File: config.mk
export PLATFORM = sky130hd
export DESIGN_NAME = rdv_sync
export DESIGN_NICKNAME = d
export VERILOG_FILES = /design/src/rtl/rdv_pkg.sv /design/src/rtl/rdv_word_store.sv /design/src/rtl/rdv_pend_buf.sv /design/src/rtl/rdv_decide.sv /design/src/rtl/rdv_sync.sv
export SDC_FILE = /design/constraint.sdc
export NUM_CORES = 2
export LEC_CHECK = 0
export ABC_AREA = 1
export BUFFER_PORTS_ARGS = -buffer_cell sky130_fd_sc_hd__buf_2
export CAP_MARGIN = 20
export CORE_MARGIN = 4
export CORE_UTILIZATION = 60
export CTS_BUF_LIST = sky130_fd_sc_hd__clkbuf_8
export CTS_CLUSTER_DIAMETER = 150
export DETAILED_ROUTE_END_ITERATION = 6
export HOLD_SLACK_MARGIN = 0.15
export PLACE_DENSITY = 0.74
export SETUP_SLACK_MARGIN = 0.15
export SYNTH_ARGS = -nofsm -noshare
export SYNTH_HDL_FRONTEND = slang
export SYNTH_HIERARCHICAL = 1
export SYNTH_SLANG_ARGS = --single-unit
File: constraint.sdc
create_clock -name clk -period 11.7 [get_ports clk]
set_input_delay 1.17 -clock clk [delete_from_list [all_inputs] [get_ports clk]]
set_output_delay 1.17 -clock clk [all_outputs]
set_load 0.1 [all_outputs]
File: src/rtl/rdv_pkg.sv
// Shared encodings for the rendezvous synchronizer.
// Assumes: request and response codes are the 2-bit values listed in the brief.
package rdv_pkg;

    typedef enum logic [1:0] {
        OP_READ   = 2'd0,
        OP_WRITE  = 2'd1,
        OP_RSTORE = 2'd2,
        OP_RLOAD  = 2'd3
    } rdv_op_e;

    typedef enum logic [1:0] {
        RSP_DONE    = 2'd0,
        RSP_SUSPEND = 2'd1,
        RSP_RETRY   = 2'd2
    } rdv_rsp_e;

    // Which side is asleep on a claimed word.
    localparam logic HOLD_PROD = 1'b0;
    localparam logic HOLD_CONS = 1'b1;

endpackage

File: src/rtl/rdv_word_store.sv
// Word array with one ownership bit and one sleeper-kind bit per word.
// One combinational read port and one synchronous write port that updates
// word, ownership and kind together. Also exposes all ownership bits.
// Assumes: at most one write per cycle; synchronous active-low reset clears all.
module rdv_word_store #(
    parameter int ADDR_W = 4,
    parameter int DATA_W = 64
) (
    input  logic              clk,
    input  logic              rst_n,
    input  logic [ADDR_W-1:0] rd_addr,
    output logic [DATA_W-1:0] rd_word,
    output logic              rd_own,
    output logic              rd_hold,
    input  logic              wr_en,
    input  logic [ADDR_W-1:0] wr_addr,
    input  logic [DATA_W-1:0] wr_word,
    input  logic              wr_own,
    input  logic              wr_hold,
    output logic [(1<<ADDR_W)-1:0] own_vec
);
    localparam int DEPTH = 1 << ADDR_W;

    logic [DATA_W-1:0] words [DEPTH];
    logic [DEPTH-1:0]  hold_vec;

    for (genvar i = 0; i < DEPTH; i++) begin : g_entry
        // Update one entry when it is the write target.
        always_ff @(posedge clk) begin
            if (!rst_n) begin
                words[i]    <= '0;
                own_vec[i]  <= 1'b0;
                hold_vec[i] <= 1'b0;
            end else if (wr_en && (wr_addr == ADDR_W'(i))) begin
                words[i]    <= wr_word;
                own_vec[i]  <= wr_own;
                hold_vec[i] <= wr_hold;
            end
        end
    end

    // Read the addressed entry.
    always_comb begin
        rd_word = words[rd_addr];
        rd_own  = own_vec[rd_addr];
        rd_hold = hold_vec[rd_addr];
    end

endmodule

File: src/rtl/rdv_pend_buf.sv
// Side buffer with one slot per thread identifier, holding a producer's
// value while the claimed word holds that producer's identifier.
// Assumes: a thread has at most one parked value at a time.
module rdv_pend_buf #(
    parameter int TID_W  = 3,
    parameter int DATA_W = 64
) (
    input  logic              clk,
    input  logic              rst_n,
    input  logic              wr_en,
    input  logic [TID_W-1:0]  wr_idx,
    input  logic [DATA_W-1:0] wr_data,
    input  logic [TID_W-1:0]  rd_idx,
    output logic [DATA_W-1:0] rd_data
);
    localparam int SLOTS = 1 << TID_W;

    logic [DATA_W-1:0] slot [SLOTS];

    for (genvar i = 0; i < SLOTS; i++) begin : g_slot
        // Park a producer's value in its own slot.
        always_ff @(posedge clk) begin
            if (!rst_n)
                slot[i] <= '0;
            else if (wr_en && (wr_idx == TID_W'(i)))
                slot[i] <= wr_data;
        end
    end

    // Fetch the slot of the current owner.
    always_comb rd_data = slot[rd_idx];

endmodule

File: src/rtl/rdv_decide.sv
// Combinational rendezvous decision for one request. From the addressed
// word's state it picks the response, the word update, the parking write
// and the wake.
// Assumes: the owner identifier sits in the low TID_W bits of a claimed word.
module rdv_decide
    import rdv_pkg::*;
#(
    parameter int TID_W  = 3,
    parameter int DATA_W = 64
) (
    input  logic              req_valid,
    input  logic [1:0]        req_op,
    input  logic [TID_W-1:0]  req_tid,
    input  logic [DATA_W-1:0] req_data,
    input  logic [DATA_W-1:0] cur_word,
    input  logic              cur_own,
    input  logic              cur_hold,
    input  logic [DATA_W-1:0] pend_val,
    output logic [1:0]        rsp_kind,
    output logic [DATA_W-1:0] rsp_data,
    output logic              wake_en,
    output logic [TID_W-1:0]  wake_tid,
    output logic [DATA_W-1:0] wake_data,
    output logic              mem_we,
    output logic [DATA_W-1:0] mem_word,
    output logic              mem_own,
    output logic              mem_hold,
    output logic              pend_we
);
    localparam int PAD_W = DATA_W - TID_W;

    logic [DATA_W-1:0] ptr_word;

    // Owner pointer written into a word being claimed.
    always_comb ptr_word = {{PAD_W{1'b0}}, req_tid};

    // Choose the outcome of the request against the word's ownership state.
    always_comb begin
        rsp_kind  = RSP_DONE;
        rsp_data  = '0;
        wake_en   = 1'b0;
        wake_tid  = cur_word[TID_W-1:0];
        wake_data = '0;
        mem_we    = 1'b0;
        mem_word  = cur_word;
        mem_own   = 1'b0;
        mem_hold  = HOLD_PROD;
        pend_we   = 1'b0;
        if (req_valid) begin
            case (rdv_op_e'(req_op))
                OP_READ: begin
                    if (cur_own) rsp_kind = RSP_RETRY;
                    else         rsp_data = cur_word;
                end
                OP_WRITE: begin
                    if (cur_own) begin
                        rsp_kind = RSP_RETRY;
                    end else begin
                        mem_we   = 1'b1;
                        mem_word = req_data;
                        rsp_data = req_data;
                    end
                end
                OP_RSTORE: begin
                    if (!cur_own) begin
                        mem_we   = 1'b1;
                        mem_word = ptr_word;
                        mem_own  = 1'b1;
                        mem_hold = HOLD_PROD;
                        pend_we  = 1'b1;
                        rsp_kind = RSP_SUSPEND;
                    end else if (cur_hold == HOLD_CONS) begin
                        mem_we    = 1'b1;
                        mem_word  = req_data;
                        rsp_data  = req_data;
                        wake_en   = 1'b1;
                        wake_data = req_data;
                    end else begin
                        rsp_kind = RSP_RETRY;
                    end
                end
                default: begin
                    if (!cur_own) begin
                        mem_we   = 1'b1;
                        mem_word = ptr_word;
                        mem_own  = 1'b1;
                        mem_hold = HOLD_CONS;
                        rsp_kind = RSP_SUSPEND;
                    end else if (cur_hold == HOLD_PROD) begin
                        mem_we    = 1'b1;
                        mem_word  = pend_val;
                        rsp_data  = pend_val;
                        wake_en   = 1'b1;
                        wake_data = pend_val;
                    end else begin
                        rsp_kind = RSP_RETRY;
                    end
                end
            endcase
        end
    end

endmodule

File: src/rtl/rdv_sync.sv
// Rendezvous synchronizer top. Decides each request against the addressed
// word's ownership state, updates word and side buffer, and registers the
// response and wake one cycle after the request.
// Assumes: one request per cycle, never stalled; synchronous active-low reset.
module rdv_sync
    import rdv_pkg::*;
#(
    parameter int ADDR_W = 4,
    parameter int DATA_W = 64,
    parameter int TID_W  = 3
) (
    input  logic              clk,
    input  logic              rst_n,
    input  logic              req_valid,
    input  logic [1:0]        req_op,
    input  logic [ADDR_W-1:0] req_addr,
    input  logic [TID_W-1:0]  req_tid,
    input  logic [DATA_W-1:0] req_data,
    output logic              rsp_valid,
    output logic [1:0]        rsp_kind,
    output logic [TID_W-1:0]  rsp_tid,
    output logic [DATA_W-1:0] rsp_data,
    output logic              wake_valid,
    output logic [TID_W-1:0]  wake_tid,
    output logic [DATA_W-1:0] wake_data
);
    localparam int DEPTH = 1 << ADDR_W;

    logic [DATA_W-1:0] cur_word, pend_val, mem_word, dec_data, dec_wdata;
    logic              cur_own, cur_hold, mem_we, mem_own, mem_hold, pend_we, dec_wake;
    logic [1:0]        dec_kind;
    logic [TID_W-1:0]  dec_wtid;
    logic [DEPTH-1:0]  own_vec;
    logic [ADDR_W-1:0] rsp_addr_q;

    rdv_word_store #(.ADDR_W(ADDR_W), .DATA_W(DATA_W)) store_i (
        .clk(clk), .rst_n(rst_n),
        .rd_addr(req_addr), .rd_word(cur_word), .rd_own(cur_own), .rd_hold(cur_hold),
        .wr_en(mem_we), .wr_addr(req_addr), .wr_word(mem_word),
        .wr_own(mem_own), .wr_hold(mem_hold), .own_vec(own_vec)
    );

    rdv_pend_buf #(.TID_W(TID_W), .DATA_W(DATA_W)) pend_i (
        .clk(clk), .rst_n(rst_n),
        .wr_en(pend_we), .wr_idx(req_tid), .wr_data(req_data),
        .rd_idx(cur_word[TID_W-1:0]), .rd_data(pend_val)
    );

    rdv_decide #(.TID_W(TID_W), .DATA_W(DATA_W)) decide_i (
        .req_valid(req_valid), .req_op(req_op), .req_tid(req_tid), .req_data(req_data),
        .cur_word(cur_word), .cur_own(cur_own), .cur_hold(cur_hold), .pend_val(pend_val),
        .rsp_kind(dec_kind), .rsp_data(dec_data),
        .wake_en(dec_wake), .wake_tid(dec_wtid), .wake_data(dec_wdata),
        .mem_we(mem_we), .mem_word(mem_word), .mem_own(mem_own), .mem_hold(mem_hold),
        .pend_we(pend_we)
    );

    // Register the response and wake one cycle after the request.
    always_ff @(posedge clk) begin
        if (!rst_n) begin
            rsp_valid  <= 1'b0;
            rsp_kind   <= RSP_DONE;
            rsp_tid    <= '0;
            rsp_data   <= '0;
            rsp_addr_q <= '0;
            wake_valid <= 1'b0;
            wake_tid   <= '0;
            wake_data  <= '0;
        end else begin
            rsp_valid  <= req_valid;
            wake_valid <= dec_wake;
            if (req_valid) begin
                rsp_kind   <= dec_kind;
                rsp_tid    <= req_tid;
                rsp_data   <= dec_data;
                rsp_addr_q <= req_addr;
            end
            if (dec_wake) begin
                wake_tid  <= dec_wtid;
                wake_data <= dec_wdata;
            end
        end
    end

    AST_RSP_NEXT_CYCLE: assert property (@(posedge clk) disable iff (!rst_n)
        req_valid |=> rsp_valid);
    AST_WAKE_WITH_DONE: assert property (@(posedge clk) disable iff (!rst_n)
        wake_valid |-> (rsp_valid && rsp_kind == RSP_DONE));
    AST_SUSPEND_CLAIMS: assert property (@(posedge clk) disable iff (!rst_n)
        (rsp_valid && rsp_kind == RSP_SUSPEND) |-> own_vec[rsp_addr_q]);
    AST_HANDOFF_FREES: assert property (@(posedge clk) disable iff (!rst_n)
        wake_valid |-> !own_vec[rsp_addr_q]);
    AST_RETRY_NO_CHANGE: assert property (@(posedge clk) disable iff (!rst_n)
        (rsp_valid && rsp_kind == RSP_RETRY) |-> $stable(own_vec));
    AST_WAKE_DATA_SAME: assert property (@(posedge clk) disable iff (!rst_n)
        wake_valid |-> (wake_data == rsp_data));

endmodule

# Word-level counts from Yosys, hierarchy flattened

Memories as Yosys holds them, arrays and structs flattened.
Cells that the tools add are included.

Register bits after elaboration: 170
Memory bits (writable): 1536
Bits of input ports: 76
Word-level logic and storage cells: 259
Memories kept: 2

Memories:

| name          | depth | bits a word | read ports | clocked after memory_dff | write ports | line                 | text |
|---|---|---|---|---|---|---|---|
| store_i.words | 16    | 64          | 1          | 0                        | 16          | rdv_word_store.sv:24 | `logic [DATA_W-1:0] words [DEPTH];` |
| pend_i.slot   | 8     | 64          | 1          | 0                        | 8           | rdv_pend_buf.sv:18   | `logic [DATA_W-1:0] slot [SLOTS];` |

$lt $le $gt $ge: 1
Equality and inequality tests: 24
Mux-type cells: 140
Bitwise operators: 24
Reduce and logical (&&, ||, !) cells: 29

Operator list:

| kind               | count |
|---|---|
| $mux 64            | 37 |
| $pmux 64 s3        | 2 |
| $pmux 64 s2        | 1 |
| $mux 1             | 90 |
| $eq 4x4->1 const B | 8 |
| $logic_and 1x1->1  | 24 |
| $or 1x1->1         | 24 |
| $eq 4x3->1 const B | 4 |
| $eq 3x3->1 const B | 4 |
| $mux 2             | 5 |
| $bmux 1 s4         | 2 |
| $eq 4x2->1 const B | 2 |
| $eq 3x2->1 const B | 2 |
| $lt 4x5->1 const B | 1 |
| $eq 4x1->1 const B | 1 |
| $logic_not 4->1    | 1 |
| $pmux 2 s2         | 1 |
| $eq 3x1->1 const B | 1 |
| $logic_not 3->1    | 1 |
| $pmux 1 s3         | 1 |
| $reduce_or 3->1    | 1 |
| $eq 2x1->1 const B | 1 |
| $eq 2x2->1 const B | 1 |
| $logic_not 2->1    | 1 |
| 2 further kinds    | 2 |

# Logic depth before layout (Yosys ltp)

Word-level depth: 11
Gate-level depth with buffers: 28
Depth with buffers taken out: 21

# By module

The synthesis kept the hierarchy.

By module, submodules not included:

| module         | instances | cells an instance | area each (µm²) |
|---|---|---|---|
| rdv_word_store | 1         | 5626              | 49800.3 |
| rdv_pend_buf   | 1         | 2873              | 25097.8 |
| rdv_decide     | 1         | 1604              | 6685.2 |
| rdv_sync       | 1         | 867               | 5571.6 |

# Least setup slack after synthesis

No wires, ideal clock.

Path kind: input to register
From: input port req_addr[2]
To: memory store_i.words[0][0] (enable)
Setup time: 0.580 ns
Arrival time: 8.106 ns
Setup slack: 3.014 ns
Stages: 14
Buffers on the path: 5
Cell sequence: buf_2 clkinv_1 clkbuf_1 clkbuf_1 nand3_1 nand3_1 nand2_1 clkbuf_2 nand2_1 clkbuf_1 o22ai_1 nor3_1 nand3_1 o21ai_0

RTL lines:

| what            | line                 | text |
|---|---|---|
| start, declared | rdv_sync.sv:16       | `input logic [ADDR_W-1:0] req_addr,` |
| end, declared   | rdv_word_store.sv:24 |  |

==> flow_summary_export.csv <==
group,metric,value,unit
setup_path,worstSetupPathType,"primary input to flop",
sta,drv_slew,0,
die,fp.dieH,389,um
route,firstDrtPassIters,7,
global_routing,grt.overflow.total,0,
setup_path,worstPathMaxFanout,226,
yosys,syn_nets,11046,
placement,globalplace.congestion,0.908,
clock_tree,cts_made_buffers,294,
die,core,144000,um2
yosys,synth-async-reset-ratio,0,%
yosys,ys_types,29,
clock_tree,ctsHoldBuffers,0,
die,die_area,151000,um2
clock_tree,clk_pin_slew,0.06,ns
global_routing,antenna_found_initial,17,
yosys,synth-main-ff-cell,"edfxtp_1",
setup_path,startpoint_type,"primary input",
placement,pre_cts_ws,4.26,ns
clock_tree,clkLatencyLatePin,1.06,ns
global_routing,grt_start_max_net_pins,227,
placement,hpwl,151000,um
global_routing,grt.total_usage,35.2,%
layout,layout.nets,10952,
layout,final_util,65.2,%
yosys,post-synth-top-area-cell,"edfxtp_1",
worst_hold_path,hp-class,"flop to flop",
yosys,yosys_warnings,6,
clock_tree,cts_root_buf,"clkbuf_8",
clock_tree,post-cts-setup-buffer-count,0,
die,fp-row-count,139,
global_routing,grt_pass1_vias,69640,
clock_tree,cts.repair.resized,0,
route,drt_wl_total,273000,um
route,route.vias.total,73991,
power_and_ir_drop,irDropWorstVdd,101,uV
yosys,seq_area_frac_synth,56.8,%
sta,slew-limit-headroom,12.4,%
route,wl_per_cell,21.1,um
flow_run,cap_viol_max_count,0,
sta,worst_slew_pin_slew,1.31,ns
global_routing,grt_pass1_wl,407000,um
die,start_util,60.5,%
sta,fin_ws,5.00,ns
yosys,synth.most_common_cell,"nand2_1",
yosys,synthMuxAreaShare,0,%
setup_path,regToRegSetupSlack,6.21,ns
yosys,synthSimpleGateAreaFrac,30.2,%
power_and_ir_drop,power_leakage,43.3,nW
sta,rsz0062_at_grt,"no",
sta,timing.fmax,149,MHz
sta,hold_violations,0,
clock_tree,cts_buffer_depth,4,
setup_path,required,12.41,ns
route,drtIter0Drc,10826,
yosys,synthTopCellsByArea,"edfxtp_1 (53%), nand2_1 (14%), nor2_1 (8.9%)",
route,viasPerCell,5.70,
yosys,synth_top_family_by_area,"simple AND/OR/NAND/NOR gates",
yosys,synthAdderAreaFrac,0,%
route,ant_nets,0,
sta,setup_tns,0,ns
yosys,synth_commonest_cells,"nand2_1 (3,263), nor2_1 (2,070), inv_1 (1,702)",
setup_path,arrival,7.41,ns
sta,setup_viol,0,
yosys,synth_edf_count,1536,
clock_tree,cts.sinks,1706,
power_and_ir_drop,power_density,148,nW/um2
setup_path,endpoint_kind,"flop",
die,fp.dieW,389,um
die,ioPinCount,214,
yosys,ys_ff_latch,1706,
placement,dpl_cell_area,88700,um2
layout,drive_gt1_share,6.83,%
yosys,synth_compound_area_share,1.68,%
sta,fin_crit_sh,57.3,%
run_status,status,"finished, final reports clean",
layout,area_growth,7.65,%
yosys,synth_top_area_share,52.9,%
layout,design_area,93800,um2
clock_tree,htreeDepth,5,
yosys,syn-instance-count,10970,
yosys,syn_avg_cell_area,7.94,um2
yosys,synth-xor-area-share,0,%
route,drc,0,
sta,clock_skew,0.0795,ns
sta,min_period,6.70,ns
clock_tree,cts_tree,"yes",
placement,numPortBuffers,213,
yosys,synth_area,87200,um2
==> metrics by stage <==
step	std cells	total power [mW]	hold slack, ns
after floorplan	10970	8.47	0.448
after global placement	12474	9.04	0.451
after detailed placement	12483	9.09	0.460
after CTS	12964	13.9	0.468
after global routing	12975	14.4	0.488
final	12978	13.9	0.465
==> metal layers <==
| layer | vias to the layer above | global-route usage [%] | wire length [um] |
|---|---|---|---|
| li1 | 33690 | - | - |
| met1 | 34373 | 46.5 | 101000 |
| met3 | 873 | 9.27 | 38500 |
| met2 | 5051 | 54.7 | 122000 |
| met4 | 4 | 16.1 | 12100 |
| met5 | - | 0 | 26 |
==> sequential cells by signal, summed over array words and instances (netlist names), 2 cells and up <==
name              flops
pend_i/slot         512
store_i/words      1024
store_i/own_vec      16
store_i/hold_vec     16
rsp_tid               3
wake_tid              3
rsp_data             64
rsp_kind              2
wake_data            64
==> layout by cell type (no fill, tap or decap), drive strengths merged, types with 14 or more instances in the layout <==
cell    Yosys  final
nand2    3265   3265
nor2     2090   2090
inv      1716   1809
edfxtp   1536   1536
nand3    1172   1172
buf       401    321
clkbuf    311    316
dfxtp     170    170
o21ai     146    146
clkinv      1     64
a21oi      62     62
a31oi      31     31
o22ai      29     29
nor3       22     22
diode       0     14
==> power by group <==
| part | internal (mW) | total [mW] | switching [mW] |
|---|---|---|---|
| clock network | 2.50 | 4.89 | 2.39 |
| logic | 0.426 | 2.10 | 1.67 |
| registers | 6.87 | 6.95 | 0.0726 |
==> critical path: stages <==
cell	delay [ns]
buf_8	0.18
inv_8	0.62
buf_12	0.68
nand2_1	0.11
nand3_1	0.11
nand3_1	0.10
nand3_1	0.20
nand2_4	0.44
inv_6	0.79
buf_12	0.55
nand2_1	0.12
nand3_1	0.11
nand2_1	0.07
nand2_1	0.05
nand2_1	0.13
nand2_1	0.09
nand2_1	0.05
nand2_1	0.16
o21ai_0	0.11
nand2_1	0.24
nand2_1	0.08
inv_1	0.45
nor2_1	0.11
==> path summary, 6_finish.rpt <==
check,startpoint,end,cells after the start
min,rsp_data[15]$_SDFFE_PN0P_,rsp_data[15]$_SDFFE_PN0P_,2
max,req_addr[0],store_i/words[7][38]$_SDFFCE_PN0P_,23
max reg2reg,store_i/hold_vec[0]$_SDFFE_PN0P_,store_i/words[7][61]$_SDFFCE_PN0P_,15
min reg2reg,rsp_data[15]$_SDFFE_PN0P_,rsp_data[15]$_SDFFE_PN0P_,2
==> cell type report <==
cell class | instances | area, um2
clock buffers | 315 | 4340
fillers | 11902 | 50200
inverters | 1717 | 6480
flip-flops and latches | 1706 | 49500
clock inverters | 166 | 732
diodes | 14 | 35.0
repair buffers | 322 | 2180
multi-input cells | 6835 | 28200
well taps | 1903 | 2380
==> kinds of logic after synthesis <==
family,Yosys count
buf+inv,2429
flops,1706
simple gates,6561
compound gates,274
Power figures use the tool's default switching activity.
